===== config.mk =====
export PLATFORM = sky130hd
export DESIGN_NAME = usb_dev_seq
export DESIGN_NICKNAME = d
export VERILOG_FILES = /design/src/rtl/usb_dev_seq_pkg.sv /design/src/rtl/usb_dev_seq_ctrl.sv /design/src/rtl/usb_dev_seq_dp.sv /design/src/rtl/usb_dev_seq.sv
export SDC_FILE = /design/constraint.sdc
export NUM_CORES = 1
export LEC_CHECK = 0
export ABC_AREA = 1
export BUFFER_PORTS_ARGS = -buffer_cell sky130_fd_sc_hd__buf_2
export CAP_MARGIN = 20
export CORE_MARGIN = 1
export CORE_UTILIZATION = 35
export CTS_BUF_LIST = sky130_fd_sc_hd__clkbuf_8
export DETAILED_ROUTE_END_ITERATION = 8
export SLEW_MARGIN = 0
export SYNTH_ARGS = -nofsm -noshare
export SYNTH_HDL_FRONTEND = slang
export SYNTH_HIERARCHICAL = 1
export SYNTH_SLANG_ARGS = --single-unit

===== constraint.sdc =====
create_clock -name clk -period 1.5 [get_ports clk]
set_clock_uncertainty 0.15 [all_clocks]
set_input_delay 0.3 -clock clk [delete_from_list [all_inputs] [get_ports clk]]
set_output_delay 0.3 -clock clk [all_outputs]
set_load 0.02 [all_outputs]

===== src/rtl/usb_dev_seq_pkg.sv =====
package usb_dev_seq_pkg;
  localparam int EP_COUNT = 7;

  typedef enum logic [1:0] {
    ST_RESET  = 2'd0,
    ST_IDLE   = 2'd1,
    ST_ACTIVE = 2'd2
  } devStateT;

  typedef struct packed {
    logic freeze;
    logic regClr;
    logic bankFree;
    logic detach;
    logic epDisable;
    logic tglClr;
    logic eorSet;
  } seqStrobeT;
endpackage


===== src/rtl/usb_dev_seq_ctrl.sv =====
module usb_dev_seq_ctrl
  import usb_dev_seq_pkg::*;
#(
  parameter int SE0_CLKS = 120
) (
  input  logic      clk,
  input  logic      rstN,
  input  logic      macroEn,
  input  logic      roleDevice,
  input  logic      vbusOk,
  input  logic      lineSe0,
  output devStateT  state,
  output seqStrobeT strobe
);
  localparam int CNT_W = $clog2(SE0_CLKS + 1);
  localparam logic [CNT_W-1:0] CNT_LAST = CNT_W'(SE0_CLKS - 1);
  localparam logic [2:0] STEP_LAST = 3'd7;

  logic [CNT_W-1:0] se0Cnt;
  logic             se0Fired;
  logic [2:0]       step;
  logic             busReset;

  // top state machine
  always_ff @(posedge clk or negedge rstN) begin
    if (!rstN) begin
      state <= ST_RESET;
    end else if (!macroEn || !roleDevice) begin
      state <= ST_RESET;
    end else begin
      unique case (state)
        ST_RESET:  state <= ST_IDLE;
        ST_IDLE:   if (vbusOk) state <= ST_ACTIVE;
        ST_ACTIVE: if (!vbusOk) state <= ST_IDLE;
        default:   state <= ST_RESET;
      endcase
    end
  end

  // SE0 duration detector, one trigger per episode
  assign busReset = (state == ST_ACTIVE) && lineSe0 && !se0Fired && (se0Cnt == CNT_LAST);

  always_ff @(posedge clk or negedge rstN) begin
    if (!rstN) begin
      se0Cnt   <= '0;
      se0Fired <= 1'b0;
    end else if (state != ST_ACTIVE || !lineSe0) begin
      se0Cnt   <= '0;
      se0Fired <= 1'b0;
    end else if (busReset) begin
      se0Fired <= 1'b1;
    end else if (!se0Fired) begin
      se0Cnt <= se0Cnt + 1'b1;
    end
  end

  // action chain: once started it runs to completion
  always_ff @(posedge clk or negedge rstN) begin
    if (!rstN) begin
      step <= '0;
    end else if (step != 3'd0) begin
      step <= (step == STEP_LAST) ? 3'd0 : step + 3'd1;
    end else if (busReset) begin
      step <= 3'd1;
    end
  end

  always_comb begin
    strobe           = '0;
    strobe.freeze    = (step == 3'd1);
    strobe.regClr    = (step == 3'd2);
    strobe.bankFree  = (step == 3'd3);
    strobe.detach    = (step == 3'd4);
    strobe.epDisable = (step == 3'd5);
    strobe.tglClr    = (step == 3'd6);
    strobe.eorSet    = (step == 3'd7);
  end
endmodule


===== src/rtl/usb_dev_seq_dp.sv =====
module usb_dev_seq_dp
  import usb_dev_seq_pkg::*;
#(
  parameter int EP_N = EP_COUNT
) (
  input  logic            clk,
  input  logic            rstN,
  input  devStateT        state,
  input  seqStrobeT       strobe,
  input  logic            vbusOk,
  input  logic            lowSpeed,
  input  logic            detachWr,
  input  logic            detachVal,
  input  logic            frzWr,
  input  logic            frzVal,
  input  logic            epWr,
  input  logic [EP_N-1:0] epVal,
  input  logic            eorClr,
  output logic            dpPullUp,
  output logic            dmPullUp,
  output logic            clkFreeze,
  output logic            detachOut,
  output logic            regClrPulse,
  output logic            bankFreePulse,
  output logic            ep0RstPulse,
  output logic            ep0TglClrPulse,
  output logic [EP_N-1:0] epEnable,
  output logic            eorFlag
);
  localparam logic [EP_N-1:0] EP_DEFAULT = EP_N'(1);

  logic pullOn;

  always_ff @(posedge clk or negedge rstN) begin
    if (!rstN) begin
      clkFreeze <= 1'b1;
      detachOut <= 1'b1;
      epEnable  <= EP_DEFAULT;
      eorFlag   <= 1'b0;
    end else begin
      if (strobe.freeze)  clkFreeze <= 1'b1;
      else if (frzWr)     clkFreeze <= frzVal;

      if (strobe.detach)  detachOut <= 1'b1;
      else if (detachWr)  detachOut <= detachVal;

      if (strobe.epDisable) epEnable <= EP_DEFAULT;
      else if (epWr)        epEnable <= epVal;

      if (strobe.eorSet)  eorFlag <= 1'b1;
      else if (eorClr)    eorFlag <= 1'b0;
    end
  end

  assign pullOn         = (state != ST_RESET) && !detachOut && vbusOk;
  assign dpPullUp       = pullOn && !lowSpeed;
  assign dmPullUp       = pullOn && lowSpeed;
  assign regClrPulse    = strobe.regClr;
  assign bankFreePulse  = strobe.bankFree;
  assign ep0RstPulse    = strobe.epDisable;
  assign ep0TglClrPulse = strobe.tglClr;
endmodule


===== src/rtl/usb_dev_seq.sv =====
module usb_dev_seq
  import usb_dev_seq_pkg::*;
#(
  parameter int CLK_MHZ  = 48,
  parameter int SE0_CLKS = (CLK_MHZ * 5 + 1) / 2
) (
  input  logic       clk,
  input  logic       rstN,
  input  logic       macroEn,
  input  logic       roleDevice,
  input  logic       vbusOk,
  input  logic       lowSpeed,
  input  logic       lineSe0,
  input  logic       detachWr,
  input  logic       detachVal,
  input  logic       frzWr,
  input  logic       frzVal,
  input  logic       epWr,
  input  logic [6:0] epVal,
  input  logic       eorClr,
  output logic [1:0] devState,
  output logic       dpPullUp,
  output logic       dmPullUp,
  output logic       clkFreeze,
  output logic       detachOut,
  output logic       regClrPulse,
  output logic       bankFreePulse,
  output logic       ep0RstPulse,
  output logic       ep0TglClrPulse,
  output logic [6:0] epEnable,
  output logic       eorFlag
);
  devStateT  state;
  seqStrobeT strobe;

  usb_dev_seq_ctrl #(.SE0_CLKS(SE0_CLKS)) uCtrl (
    .clk(clk), .rstN(rstN), .macroEn(macroEn), .roleDevice(roleDevice),
    .vbusOk(vbusOk), .lineSe0(lineSe0), .state(state), .strobe(strobe)
  );

  usb_dev_seq_dp #(.EP_N(EP_COUNT)) uDp (
    .clk(clk), .rstN(rstN), .state(state), .strobe(strobe),
    .vbusOk(vbusOk), .lowSpeed(lowSpeed),
    .detachWr(detachWr), .detachVal(detachVal),
    .frzWr(frzWr), .frzVal(frzVal),
    .epWr(epWr), .epVal(epVal), .eorClr(eorClr),
    .dpPullUp(dpPullUp), .dmPullUp(dmPullUp),
    .clkFreeze(clkFreeze), .detachOut(detachOut),
    .regClrPulse(regClrPulse), .bankFreePulse(bankFreePulse),
    .ep0RstPulse(ep0RstPulse), .ep0TglClrPulse(ep0TglClrPulse),
    .epEnable(epEnable), .eorFlag(eorFlag)
  );

  assign devState = state;
endmodule


---- Word-level counts from Yosys, hierarchy flattened ----
Index checks and enable logic that the tools add are counted.
cells by class
  add/subtract/negate cells ............... 2
  equal/unequal tests ..................... 15
  muxes and demuxes ....................... 20
  reductions and logical operators ........ 26
operators with widths
  operator                                                                 count
  7-bit two-way mux                                                        5
  2-bit nonzero test                                                       7
  3-bit == test, second input constant                                     4
  3-bit two-way mux                                                        3
  1-bit two-way mux                                                        8
  7-bit by 1-bit adder with 7-bit output, second input constant            1
  7-bit == test, second input constant                                     1
  1-bit logical AND                                                        7
  3-bit by 2-bit == test with 1-bit output, second input constant          2
  1-bit zero test                                                          6
  2-bit two-way mux                                                        3
  2-bit inequality test, second input constant                             3
  3-bit by 2-bit inequality test with 1-bit output, second input constant  2
  2-bit one-hot mux with 3 select lines                                    1
  2-bit AND reduction                                                      2
  3-bit by 1-bit adder with 3-bit output, second input constant            1
  3-bit by 1-bit == test with 1-bit output, second input constant          1
  3-bit nonzero test                                                       1
  2-bit by 1-bit == test with 1-bit output, second input constant          1
  2-bit == test, second input constant                                     1
  2-bit zero test                                                          1
  1-bit logical OR                                                         2
word-level totals
  flip-flop bits (word level) ............. 23
  input bits .............................. 20
  output and inout port bits .............. 18

---- Depth between registers and ports, before layout ----
  word-level depth ........................ 6
  gate-level depth with buffers ........... 8
  mapped depth without buffers ............ 8

---- By module ----
The synthesis kept the hierarchy.
by module, submodules not included
  module            times used  cells an instance  area an instance (sq um)  seq. area each (sq um)
  usb_dev_seq_ctrl  1           122                884.6                     325.3
  usb_dev_seq_dp    1           57                 475.5                     254.0

---- Least setup slack after synthesis ----
OpenSTA, ideal clock, no wires.
  kind .................................... register to output
  start ................................... register uCtrl.state[1]
  end ..................................... output port dmPullUp
  arrival time ............................ 0.965 ns
  setup slack ............................. 0.085 ns
  stages on the path, launching flop included .. 5
  cell sequence ........................... dfrtp_1 > inv_1 > nand2_1 > nand2_1 > nor2_1
between the ends
  word-level cells in the longest chain between the ends .. 4
RTL lines
  what                             RTL line                source
  start: declaration               usb_dev_seq_ctrl.sv:12  output devStateT state,
  start signal: assignment         usb_dev_seq_ctrl.sv:27  state <= ST_RESET;
  start signal: assignment         usb_dev_seq_ctrl.sv:29  state <= ST_RESET;
  start signal: assignment         usb_dev_seq_ctrl.sv:32  ST_RESET: state <= ST_IDLE;
  2-bit nonzero test               usb_dev_seq_dp.sv:55    assign pullOn = (state != ST_RESET) && !detachOut && vbusOk;
  1-bit logical AND (2 in series)  usb_dev_seq_dp.sv:55
  1-bit logical AND                usb_dev_seq_dp.sv:57    assign dmPullUp = pullOn && lowSpeed;
  end: declaration                 usb_dev_seq.sv:23       output logic dmPullUp,
No other way between the ends.

---- Final worst setup path ----
  start ................................... register uCtrl.step[1]
  end ..................................... output port bankFreePulse
between the ends
  word-level cells in the longest chain between the ends .. 1
RTL lines
  what                                      RTL line                source
  start: declaration                        usb_dev_seq_ctrl.sv:21  logic [2:0] step;
  start signal: assignment                  usb_dev_seq_ctrl.sv:62  step <= (step == STEP_LAST) ? 3'd0 : step + 3'd1;
  3-bit by 2-bit == test with 1-bit output  usb_dev_seq_ctrl.sv:72  strobe.bankFree = (step == 3'd3);
  end: declaration                          usb_dev_seq.sv:27       output logic bankFreePulse,
No other way between the ends.

==> implementation parameters <==
Parameter                              Value

Timing
  Total count of max-transition violations in the final report    0
  Final Hold Vio Count    0
  Setup violations, final    7
  Final worst slack    -0.1387 ns
  Measured slew at the worst slew-check pin    0.5140 ns
  Slew Limit Headroom    65.73%
  Final min period    1.639 ns
  Fmax    610.2 MHz
  Crit share post-route    109.2%
  Setup repair after global routing missed its margin    yes

Critical path
  Launch point of the worst path    uCtrl/step[1]$_DFFE_PN0P_
  Maximum fanout along the worst path    4
  Most used cell, CP    ha_4
  Type of the worst setup path    reg2out
  CP Data Required Time    1.05 ns
  Slowest library cell on the worst path    dfrtp_2
  Count of buffer and inverter cells on the critical path    1
  Reg-to-reg critical path endpoint    uCtrl/step[0]$_DFFE_PN0P_
  Minimum setup slack among reg-to-reg paths    -0.04 ns
  Worst r2r path cells    8
  Worst EP arrival    1.19 ns
  Nature of the critical path endpoint    output port
  End point of the critical path    bankFreePulse
  WP depth    3
  Critical path cell sequence    ha_4 -> ha_4 -> buf_6
  Cell family contributing the most delay on the critical path    flip-flops
  Largest stage delay, worst path    0.47 ns
  Crit Reg-Reg Startpoint    uCtrl/step[0]$_DFFE_PN0P_
  Critical path launch point type    register

Synth
  Sequential fraction of the synthesis area    42.59%
  Dominant combinational cell family by area after synthesis    simple AND/OR/NAND/NOR gates
  Syn Area/Cell    7.598 µm²
  Mapped Nets    206
  Number of synthesized register bits    23
  Synth Instances    179
  Post-Syn Area    1360 µm²
  XOR/XNOR share of the synthesized area    0.6440%
  Complex-gate fraction of the synthesized area    4.784%
  Number of warning messages in the yosys log    6
  Multiplexer share of the synthesized area    0%
  Simple-Gate Fraction of Synth Area    33.12%
  Number of unique standard cell types used by synthesis    22
  Adder-cell share of the synthesized area    6.440%

Worst hold path
  Worst Hold Class    in2reg
  Hold path depth    2

Finish
  Final std cells w/o fill    272
  FILL cells    373
  Net total in the final layout    252
  Relative area change from synthesis to final layout    30.73%
  Post-Route Utilization    48.20%
  Ant diodes    0
  Share of layout cells above drive strength 1    34.82%

Power and ir drop
  Logic gate share of total power    13.3%
  Power per cell area    674.4 nW/µm²
  Clock share of power    31.7%
  Net Sw Power    300.9 µW
  Internal Power    898.1 µW
  Leakage    0.0009700 µW
  Fraction of power spent switching nets    25.09%
  IR Drop Worst-Case VDD    0.0002992 V
  Sequential cell fraction of total power    55.0%

Floorplan
  Core Rows    22
  Boundary Pins    38
  Initial core utilization    36.87%
  Die area    4139 µm²
  Width of the die    64.34 µm
  Overall die height    64.34 µm
  Core region area    3689 µm²

GRT
  Number of global-route vias before repair    1063
  Initial antenna violation count    0
  Grt ovf    0
  Wire length of the first global-routing pass    4.533 mm
  Pin count of the biggest net entering global routing    24
  GR Util All Layers    14.08%

Drt
  Remaining antenna violation count    0
  Highest signal layer in the routed design    met4
  Routed wire length per instance    9.717 µm
  DRT met1 WL    1.289 mm
  Met2 Wirelength    1.199 mm
  Vias    1198
  Post-route DRC violation count    0
  Drt first pass iters    4
  First-iteration detailed-routing DRC count    57
  Final wirelength    2.643 mm
  Via count normalized by instance count    4.404
  Detailed route wirelength on metal3    139 µm

Outcome
  Result of the run    finished, violations left
  Violated checks    negative setup slack

CTS
  CTS buffer count    3
  Count of clock tree sinks    23
  CTS Root Buffer Type    clkbuf_8
  Clock latency of the later-clocked register in the worst-skew pair    0.26 ns
  Total number of H-tree levels    1
  Clock tree from TritonCTS    done
  Clock transition at the registers of the reported paths    0.08 ns
  Max Root-Sink Buffers    2

Placed design
  Final HPWL from detailed placement    1.930 mm
  Placement-stage worst setup slack    0.04187 ns
  Input/output buffers    37
  Last weighted congestion value of the routability-driven placer    0.7972
  Placed instance count    260

Job
  Max-capacitance violation count    0
-- sequential cells by signal (all words and copies together), names as in the netlist --
signal / flops
uCtrl/state: 2
uDp/epEnable: 7
uDp/eorFlag: 1
uDp/detachOut: 1
uCtrl/se0Cnt: 7
uCtrl/se0Fired: 1
uCtrl/step: 3
uDp/clkFreeze: 1
-- Yosys cell counts, drive strengths merged --
master | instances | area share (%)
nand2 | 64 | 19
dfrtp | 20 | 37
buf | 6 | 3.9
a21oi | 6 | 2.2
o21bai | 2 | 1.1
dfstp | 3 | 5.8
nor3 | 1 | 0.37
ha | 7 | 6.4
nand3 | 17 | 7.0
nor2 | 15 | 5.4
o21ai | 1 | 0.37
inv | 31 | 8.6
xor2 | 1 | 0.64
a211oi | 2 | 1.1
nand4 | 3 | 1.4
-- metrics by stage --
step                      TNS [ns]  power (µW)  cell area (µm²)  hold slack, ns
final                      -0.6321        1199             1778         0.05755
after global routing        -1.391        1259             1778         0.05252
after CTS                  -0.6710        1213             1690         0.05215
after floorplan                  0       748.5             1360         -0.1456
after detailed placement         0       816.3             1568          0.1566
after global placement           0       815.0             1568          0.1565
-- cells in the final DEF, fill, tap and decap left out --
cell type,instances
inv_1,23
a211oi_1,2
nand3_2,1
inv_2,8
clkinv_2,1
nand2_2,2
dlygate4sd3_1,1
xor2_1,1
nor3_1,1
nor2_2,2
dfrtp_2,3
nand2_4,2
a21oi_1,6
nor2_4,2
nand3_4,1
o21bai_1,2
ha_4,4
dfstp_2,3
ha_1,3
nand3_1,15
nand4_1,3
buf_2,32
o21ai_0,1
buf_4,8
nand2_1,60
buf_6,6
clkbuf_8,3
dfrtp_1,17
nor2_1,11
-- power groups by stage --
stage,combinational (µW),clock (µW),sequential (µW)
after detailed placement,143,0,674
final,159,380,660
after global routing,175,421,663
after CTS,152,400,660
after global placement,141,0,674
after floorplan,43.4,0,705
-- final cells by class --
| class | instances | area, µm² | area share (%) |
|---|---|---|---|
| repair buffers | 47 | 297.8 | 16.75 |
| clock inverters | 1 | 5.005 | 0.2815 |
| inverters | 31 | 116.4 | 6.545 |
| clock buffers | 3 | 41.29 | 2.322 |
| flip-flops and latches | 23 | 583.1 | 32.79 |
| multi-input cells | 119 | 674.4 | 37.93 |
| well taps | 48 | 60.06 | 3.378 |
-- cell families (layout without fill, tap and decap cells) --
logic type | count (synthesis) | after routing
compound gates | 11 | 11
buf+inv | 37 | 82
xor+xnor | 1 | 1
simple gates | 100 | 100
fa+ha+maj | 7 | 7
flops | 23 | 23
-- worst min path at each step --
stage / startpoint / end / slack, ns
floorplan: rstN / uCtrl/se0Cnt[0]$_DFFE_PN0P_ / -0.15
global placement: rstN / uDp/eorFlag$_DFFE_PN0P_ / 0.16
detailed placement: rstN / uDp/eorFlag$_DFFE_PN0P_ / 0.16
CTS: eorClr / uDp/eorFlag$_DFFE_PN0P_ / 0.05
global route: eorClr / uDp/eorFlag$_DFFE_PN0P_ / 0.05
finish: eorClr / uDp/eorFlag$_DFFE_PN0P_ / 0.06
-- worst register-to-register path, stage by stage, from the launching register on --
cell and delay [ns]:
dfrtp_2 0.42, inv_2 0.07, buf_4 0.13, buf_4 0.13, ha_1 0.21, nand2_2 0.09
inv_1 0.07, a21oi_1 0.12, a21oi_1 0.05
-- per-layer routing --
layer	vias up	GRT usage (%)
met5	-	0
met3	2	2.679
met2	33	22.89
met4	0	5.833
li1	635	-
met1	528	18.14
-- what timing repair did --
action | in CTS | in global routing
buffers inserted | 5 | 2
endpoints found under the setup margin | 6 | 22
gates resized for setup | 10 | 21
hold buffers | 1 | 0
pin swaps | 1 | 8
endpoints found under the hold margin | 20 | 0
Note: power is estimated with default switching activity, not from simulation.
